--- src/rtl/uart_irq_pkg.sv ---
package uart_irq_pkg;
  typedef enum logic [2:0] {
    CODE_NONE = 3'd0,
    CODE_RX   = 3'd1,
    CODE_TMO  = 3'd2,
    CODE_TX   = 3'd3,
    CODE_MDM  = 3'd4,
    CODE_TMR  = 3'd7
  } isr_code_e;

  // enable vector bit positions
  localparam int EN_RX   = 0;
  localparam int EN_LINE = 1;
  localparam int EN_TX   = 2;
  localparam int EN_MDM  = 3;
  localparam int EN_TMR  = 4;
  localparam int EN_W    = 5;

  // sticky flag indices
  localparam int S_LINE = 0;
  localparam int S_TMO  = 1;
  localparam int S_TX   = 2;
  localparam int S_MDM  = 3;
  localparam int S_FLOW = 4;
  localparam int S_TMR  = 5;
  localparam int NSRC   = 6;
endpackage

--- src/rtl/uart_irq_flags.sv ---
module uart_irq_flags #(
  parameter int N = 6
) (
  input  logic         clk,
  input  logic         rst,
  input  logic [N-1:0] set_i,
  input  logic [N-1:0] clr_i,
  output logic [N-1:0] pend_o
);
  for (genvar i = 0; i < N; i++) begin : g_flag
    always_ff @(posedge clk) begin
      if (rst)
        pend_o[i] <= 1'b0;
      else if (set_i[i])
        pend_o[i] <= 1'b1;   // set wins over clear
      else if (clr_i[i])
        pend_o[i] <= 1'b0;
    end
  end
endmodule

--- src/rtl/uart_irq_encoder.sv ---
module uart_irq_encoder
  import uart_irq_pkg::*;
(
  input  logic [EN_W-1:0] en_i,
  input  logic            rx_lvl_i,
  input  logic [NSRC-1:0] pend_i,
  output isr_code_e       code_o
);
  logic lvl_rx, lvl_tmo, lvl_tx, lvl_mdm, lvl_tmr;

  always_comb begin
    lvl_rx  = (en_i[EN_RX] & rx_lvl_i) | (en_i[EN_LINE] & pend_i[S_LINE]);
    lvl_tmo = en_i[EN_RX] & pend_i[S_TMO];
    lvl_tx  = en_i[EN_TX] & pend_i[S_TX];
    lvl_mdm = en_i[EN_MDM] & (pend_i[S_MDM] | pend_i[S_FLOW]);
    lvl_tmr = en_i[EN_TMR] & pend_i[S_TMR];
    if (lvl_rx)       code_o = CODE_RX;
    else if (lvl_tmo) code_o = CODE_TMO;
    else if (lvl_tx)  code_o = CODE_TX;
    else if (lvl_mdm) code_o = CODE_MDM;
    else if (lvl_tmr) code_o = CODE_TMR;
    else              code_o = CODE_NONE;
  end
endmodule

--- src/rtl/uart_irq_prio.sv ---
module uart_irq_prio
  import uart_irq_pkg::*;
#(
  parameter int CHANNEL_ID = 0,
  parameter int ERR_W      = 4
) (
  input  logic             clk,
  input  logic             rst,
  input  logic [EN_W-1:0]  irq_en,
  input  logic             rx_above_trig,
  input  logic             rx_fifo_empty,
  input  logic [ERR_W-1:0] lsr_err,
  input  logic             rx_timeout,
  input  logic             thr_empty,
  input  logic             tsr_empty,
  input  logic             rs485_mode,
  input  logic             msr_delta,
  input  logic             flow_char_det,
  input  logic             timer_expired,
  input  logic             rd_isr,
  input  logic             rd_lsr,
  input  logic             rd_msr,
  input  logic             rd_tmr_ctl,
  output logic [2:0]       isr_code,
  output logic             irq
);
  localparam bit HAS_TIMER = (CHANNEL_ID == 0);

  logic [NSRC-1:0] set_v, clr_v, pend;
  logic            rx_lvl_q;
  logic            tmr_set;
  isr_code_e       code_d;
  logic            isr_rd_tx, isr_rd_mdm;

  generate
    if (HAS_TIMER) begin : g_tmr
      assign tmr_set = timer_expired;
    end else begin : g_no_tmr
      assign tmr_set = 1'b0;
    end
  endgenerate

  // status reads retire only the source that was being presented
  assign isr_rd_tx  = rd_isr && (isr_code == CODE_TX);
  assign isr_rd_mdm = rd_isr && (isr_code == CODE_MDM);

  always_comb begin
    set_v         = '0;
    clr_v         = '0;
    set_v[S_LINE] = |lsr_err;
    clr_v[S_LINE] = rd_lsr;
    set_v[S_TMO]  = rx_timeout;
    clr_v[S_TMO]  = rx_fifo_empty;
    set_v[S_TX]   = rs485_mode ? tsr_empty : thr_empty;
    clr_v[S_TX]   = isr_rd_tx;
    set_v[S_MDM]  = msr_delta;
    clr_v[S_MDM]  = rd_msr;
    set_v[S_FLOW] = flow_char_det;
    clr_v[S_FLOW] = isr_rd_mdm;
    set_v[S_TMR]  = tmr_set;
    clr_v[S_TMR]  = rd_tmr_ctl;
  end

  uart_irq_flags #(.N(NSRC)) u_flags (
    .clk    (clk),
    .rst    (rst),
    .set_i  (set_v),
    .clr_i  (clr_v),
    .pend_o (pend)
  );

  always_ff @(posedge clk) begin
    if (rst) rx_lvl_q <= 1'b0;
    else     rx_lvl_q <= rx_above_trig;
  end

  uart_irq_encoder u_enc (
    .en_i     (irq_en),
    .rx_lvl_i (rx_lvl_q),
    .pend_i   (pend),
    .code_o   (code_d)
  );

  always_ff @(posedge clk) begin
    if (rst) begin
      isr_code <= CODE_NONE;
      irq      <= 1'b0;
    end else begin
      isr_code <= code_d;
      irq      <= (code_d != CODE_NONE);
    end
  end
endmodule

--- config.mk ---
export PLATFORM = sky130hd
export DESIGN_NAME = uart_irq_prio
export DESIGN_NICKNAME = d
export VERILOG_FILES = /design/src/rtl/uart_irq_pkg.sv /design/src/rtl/uart_irq_flags.sv /design/src/rtl/uart_irq_encoder.sv /design/src/rtl/uart_irq_prio.sv
export SDC_FILE = /design/constraint.sdc
export NUM_CORES = 1
export LEC_CHECK = 0
export ABC_AREA = 1
export BUFFER_PORTS_ARGS = -buffer_cell sky130_fd_sc_hd__buf_4
export CELL_PAD_IN_SITES_DETAIL_PLACEMENT = 1
export CELL_PAD_IN_SITES_GLOBAL_PLACEMENT = 2
export CORE_ASPECT_RATIO = 0.9
export CORE_MARGIN = 4
export CORE_UTILIZATION = 21
export DETAILED_ROUTE_END_ITERATION = 8
export PLACE_DENSITY_LB_ADDON = 0.15
export SLEW_MARGIN = 20
export SYNTH_ARGS = -nofsm -noshare
export SYNTH_HDL_FRONTEND = slang
export SYNTH_SLANG_ARGS = --single-unit
--- constraint.sdc ---
create_clock -name clk -period 2.8 [get_ports clk]
set_clock_uncertainty 0.2 [all_clocks]
set_input_delay 0.28 -clock clk [delete_from_list [all_inputs] [get_ports clk]]
set_output_delay 0.28 -clock clk [all_outputs]
set_load 0.005 [all_outputs]
==> results of run 1 <==
-- sequential cells by signal, summed over array words and instances (netlist names) --
name	count
rx_lvl_q	1
u_flags.pend_o	6
isr_code	3
irq	1
-- stage by stage --
stage	worst slack, ns	total power, mW	utilization [%]	std cells
after global placement	1.57	0.242	32.5	119
after global routing	1.49	0.378	33.7	123
after floorplan	1.80	0.204	-	66
after CTS	1.54	0.356	33.7	123
after detailed placement	1.61	0.243	32.5	119
final	1.56	0.345	33.7	123
-- routing by layer --
layer	up-vias	track usage (%)
li1	260	-
met1	220	9.75
met2	21	13.7
met5	-	0
met4	0	3.47
met3	2	5.85
-- cells by family after synthesis --
family | after synthesis
AO/OA/AOI/OAI | 13
buffers and inverters | 16
flip-flops | 11
multiplexers | 1
AND/OR/NAND/NOR | 25
-- final timing paths --
| kind | endpoint | start | slack [ns] | cells past startpoint |
|---|---|---|---|---|
| setup / recovery | isr_code[0] | isr_code[0]$_SDFF_PP0_ | 1.56 | 1 |
| hold / removal | rx_lvl_q$_SDFF_PP0_ | rx_above_trig | 0.01 | 3 |
| setup reg to reg | irq$_SDFF_PP0_ | rx_lvl_q$_SDFF_PP0_ | 1.69 | 5 |
| hold reg to reg | u_flags.pend_o[5]$_SDFFE_PP0P_ | u_flags.pend_o[5]$_SDFFE_PP0P_ | 0.29 | 2 |
-- report_power, final --
part	switching (mW)	total (mW)	leakage, nW	internal (mW)
clock network	0.0523	0.107	0.0150	0.0551
registers	0.00706	0.175	0.0917	0.168
logic	0.0250	0.0625	0.292	0.0375
total	0.0843	0.345	0.399	0.261
-- placed cells by master (no fill, tap or decap), types with 2 or more instances in the layout --
cell and count:
inv_1 14, buf_4 27, o21ai_0 2, o31ai_1 2, a21oi_1 5, clkbuf_4 3
dfxtp_1 11, o21ai_1 2, nor2_1 10, nand2_1 12
-- layout make-up --
cell class	count	area, µm²
clock buffers	4	26.3
fillers	285	1430
inverters	15	56.3
multi-input cells	39	190
flip-flops and latches	11	220
well taps	27	33.8
repair buffers	27	203
==> run_results.csv, run 1 <==
group,metric,value,unit
route,route.detailed.drc,0,
global_routing,antenna_found_initial,0,
floorplanning,initial_core_util,21.8,%
setup_path,cp_num_buf_inv,1,
logic_synthesis,synth_top_cell_by_area,"dfxtp_1",
timing,rsz0062_at_grt,"false",
route,first_pass_iters,2,
route,routed.top_layer,"met4",
logic_synthesis,ys_top_cells_by_count,"inv_1 (14), nand2_1 (12), dfxtp_1 (11)",
setup_path,cp_slowest_cell,"dfxtp_1",
logic_synthesis,synth_top_family_by_area,"simple AND/OR/NAND/NOR gates",
place,dpl_cell_area,703,µm²
layout,area_delta_synth_final,54.6,%
logic_synthesis,synthAdderAreaFrac,0,%
global_routing,grt_pass1_wl,1950,µm
setup_path,cp_max_fo,3,
route,vias,503,
pwr,p_leak,0.399,nW
logic_synthesis,synth.most_common_cell,"inv_1",
logic_synthesis,synth_fp_nets,90,
setup_path,cp_top_family,"flip-flops",
logic_synthesis,synthArstFlopShare,0,%
timing,final_hold_viol_count,0,
floorplanning,dieWidth,58.0,µm
clocking,cts_tree,"yes",
clocking,clk_pin_slew,0.07,ns
logic_synthesis,syn_inst,66,
timing,finalCritPeriodShare,44.1,%
global_routing,grt_pass1_vias,489,
floorplanning,die_y,53.0,µm
logic_synthesis,ys_ff_latch,11,
timing,finalCriticalPeriod,1.24,ns
logic_synthesis,synth_ff_type,"dfxtp_1",
run_status,status,"complete, no violations",
route,routed_wl,1160,µm
clocking,postCtsSetupRepairBufs,0,
run,cap_viol_max_count,0,
timing,setup_viol,0,
clocking,ctsResizeCount,0,
floorplanning,core,2160,µm²
logic_synthesis,synth.top_cells.by_area,"dfxtp_1 (47%), inv_1 (11%), nand2_1 (9.5%), nor2_1 (8.0%), a21oi_1 (5.3%)",
logic_synthesis,synthXorXnorAreaFrac,0,%
route,m1WireLength,506,µm
timing,fin_hold_ws,0.0124,ns
setup_path,arrival,0.76,ns
setup_path,worstPathRequired,2.32,ns
clocking,cts_buffer_depth,2,
logic_synthesis,netlist.area_leader.share,46.7,%
timing,fmax,809,MHz
route,ant_nets,0,
timing,relSlewSlack,85.4,%
logic_synthesis,yosys.area_share.simple,22.0,%
logic_synthesis,synthMuxAreaShare,2.12,%
floorplanning,ios,28,
global_routing,grt_overflow,0,
logic_synthesis,synth_area_per_cell,7.15,µm²
logic_synthesis,seq_area_frac_synth,46.7,%
floorplanning,rows,16,
setup_path,cp-end-kind,"output port",
logic_synthesis,syn_area,472,µm²
timing,tns,0,ns
setup_path,worstSetupStartpointType,"flip-flop",
global_routing,gr-usage-all-layers,8.93,%
pwr,vdd_ir_drop_max,0.000250,V
layout,diodes,0,
logic_synthesis,synth_compound_area_share,16.2,%
timing,tightest_slew,0.217,ns
clocking,clock-root-buffer,"clkbuf_4",
layout,final_area,729,µm²
clocking,ctsHoldBuffers,0,
route,wl_met3,129,µm
global_routing,grt_max_degree,10,
worst_hold_path,worst_hold_path_type,"input pin to flip-flop",
logic_synthesis,synth_edf_count,0,
route,wl_met2,514,µm
timing,finalMaxSlewViolations,0,
clocking,cts_sinks,11,
setup_path,crit_chain,"buf_4",
place,hpwl,947,µm
setup_path,critPathKind,"flip-flop to output port",
pwr,power.density,473,nW/µm²
clocking,cts_made_buffers,3,
place,gp_congestion,0.679,
route,drt_iter0_drc,2,
logic_synthesis,synth-warning-count,0,
layout,fin_nets,121,
logic_synthesis,synth_cell_types,16,
layout,drive_above_1_share,35.4,%
place,portBuffers,27,
floorplanning,dieArea,3070,µm²
setup_path,max_stage_delay,0.37,ns
clocking,htreeDepth,1,
clocking,insertion_delay,0.27,ns
route,routedWlPerCell,9.42,µm
route,viasPerCell,4.09,
Power figures use the tool's default switching activity.
==> run 2: changes to the inputs <==
--- a/config.mk
+++ b/config.mk
@@ -11,7 +11,7 @@
 export CELL_PAD_IN_SITES_GLOBAL_PLACEMENT = 2
 export CORE_ASPECT_RATIO = 0.9
 export CORE_MARGIN = 4
-export CORE_UTILIZATION = 21
+export CORE_UTILIZATION = 20
 export DETAILED_ROUTE_END_ITERATION = 8
 export PLACE_DENSITY_LB_ADDON = 0.15
 export SLEW_MARGIN = 20
==> constraint.sdc (replaced) <==
create_clock -name clk -period 1.16 [get_ports clk]
set_clock_uncertainty 0.2 [all_clocks]
set_input_delay 0.116 -clock clk [delete_from_list [all_inputs] [get_ports clk]]
set_output_delay 0.116 -clock clk [all_outputs]
set_load 0.005 [all_outputs]
==> run_results.csv, run 2 (synthesis gave the netlist of run 1 again) <==
group,metric,value,unit
place,dp.cells,119,
pwr,intPower,663,µW
route,routed_wl,1340,µm
setup_path,critPathKind,"input pin to flip-flop",
clocking,htreeDepth,1,
clocking,clk_pin_slew,0.07,ns
route,vias,534,
route,ant_nets,0,
timing,rsz0062_at_grt,"false",
pwr,p_seq_share,47.9,%
clocking,cts_made_buffers,3,
timing,fin_hold_ws,-0.0604,ns
floorplanning,dieWidth,59.2,µm
route,viasPerCell,3.96,
layout,largest_register,"u_flags.pend_o",
layout,mostFrequentLayoutCells,"buf_4 (27), inv_1 (14), dlygate4sd3_1 (12)",
timing,setup_viol,0,
timing,relSlewSlack,85.7,%
setup_path,worstSetupStartpointType,"input pin",
setup_path,worstPathRequired,1.16,ns
global_routing,grt_pass1_wl,2160,µm
layout,fin_nets,133,
global_routing,antenna_found_initial,0,
pwr,combPwrFrac,22.8,%
layout,multi_input_area,223,µm²
clocking,clock-root-buffer,"clkbuf_4",
place,gp_congestion,0.764,
worst_hold_path,worst_hold_path_type,"input pin to flip-flop",
clocking,insertion_delay,0.27,ns
timing,tightest_slew,0.212,ns
layout,diodes,0,
pwr,power.density,999,nW/µm²
route,route.detailed.drc,0,
layout,reg_top3,"u_flags.pend_o: 6 flops, isr_code: 3 flops",
timing,finalMaxSlewViolations,0,
layout,fill_cells,285,
pwr,switchingPower,220,µW
route,drt_iter0_drc,1,
floorplanning,core,2200,µm²
clocking,cts_sinks,11,
floorplanning,dieArea,3200,µm²
layout,layout_commonest_cell,"buf_4",
pwr,p_leak,0.452,nW
timing,final_hold_viol_count,2,
clocking,postCtsSetupRepairBufs,0,
place,portBuffers,27,
route,first_pass_iters,3,
global_routing,gr-usage-all-layers,9.43,%
floorplanning,ios,28,
clocking,cts_buffer_depth,2,
global_routing,grt_max_degree,10,
layout,drive_above_1_share,38.9,%
run,cap_viol_max_count,0,
pwr,vdd_ir_drop_max,0.000546,V
global_routing,grt_pass1_vias,526,
layout,area_delta_synth_final,87.5,%
layout,final-seq-area,223,µm²
setup_path,crit_chain,"dlygate4sd3_1 > buf_4 > nor2_4 > a21boi_2",
pwr,swShare,24.9,%
floorplanning,initial_core_util,21.4,%
layout,largest_reg_flops,6,
place,hpwl,1050,µm
run_status,status,"finished, violations left",
floorplanning,rows,16,
setup_path,cp_max_fo,9,
clocking,ctsHoldBuffers,12,
run_status,violations,"negative hold slack",
setup_path,max_stage_delay,0.53,ns
timing,fmax,904,MHz
clocking,cts_tree,"yes",
setup_path,cp-end-kind,"flip-flop",
floorplanning,die_y,54.1,µm
timing,finalCritPeriodShare,95.3,%
layout,stdcell_count,135,
setup_path,cp_slowest_cell,"dlygate4sd3_1",
setup_path,arrival,1.11,ns
global_routing,grt_overflow,0,
timing,tns,0,ns
timing,finalCriticalPeriod,1.11,ns
pwr,clkPwrFrac,29.3,%
route,routedWlPerCell,9.89,µm
## run 2: area by class of cell
type                       instances  area share, %
multi-input combinational         39           25.2
timing repair buffer              39           36.5
inverter                          15           6.36
clock buffer                       4           2.97
tap                               27           3.82
sequential                        11           25.2
## run 2: power by group through the flow
stage / sequential [mW] / combinational, mW / clock [mW]
6_report: 0.423 / 0.201 / 0.259
3_3_place_gp: 0.430 / 0.154 / 0
3_5_place_dp: 0.431 / 0.157 / 0
5_1_grt: 0.427 / 0.225 / 0.302
4_1_cts: 0.422 / 0.191 / 0.281
2_1_floorplan: 0.429 / 0.0637 / 0
## run 2: layer usage
metal,track usage [%],wire length (µm),vias to the layer above
li1,-,-,286
met1,10.5,577,227
met2,15.1,614,19
met3,4.56,129,2
met4,4.53,13,0
met5,0,0,-
## run 2: final timing paths
path,startpoint,end,slack (ns),cells past startpoint
hold / removal,lsr_err[0],u_flags.pend_o[0]$_SDFFE_PP0P_,-0.06,5
hold reg to reg,u_flags.pend_o[5]$_SDFFE_PP0P_,u_flags.pend_o[5]$_SDFFE_PP0P_,0.29,2
setup / recovery,rst,isr_code[1]$_SDFF_PP0_,0.05,4
setup reg to reg,u_flags.pend_o[5]$_SDFFE_PP0P_,irq$_SDFF_PP0_,0.08,8
## run 2: worst max-delay path: cells and delay by family
kind	cells	cell delay, ns
AO/OA/AOI/OAI	1	0.15
buffers and inverters	2	0.71
AND/OR/NAND/NOR	1	0.12
## run 2: stage by stage
stage | utilization [%] | hold slack [ns] | setup slack, ns | total power [mW] | area, µm²
finish | 40.2 | -0.0604 | 0.0541 | 0.883 | 885
global route | 40.2 | -0.0543 | 0.00280 | 0.954 | 885
global placement | 31.9 | 0.121 | 0.0382 | 0.585 | 703
detailed placement | 31.9 | 0.131 | 0.0532 | 0.588 | 703
floorplan | - | 0.0230 | 0.162 | 0.492 | 472
CTS | 38.6 | -0.0632 | 0.0223 | 0.894 | 850
## run 2: repair_timing
item / CTS / global route
resized for setup: 0 / 10
hold endpoints to repair: 10 / 3
endpoints found under the setup margin: 0 / 3
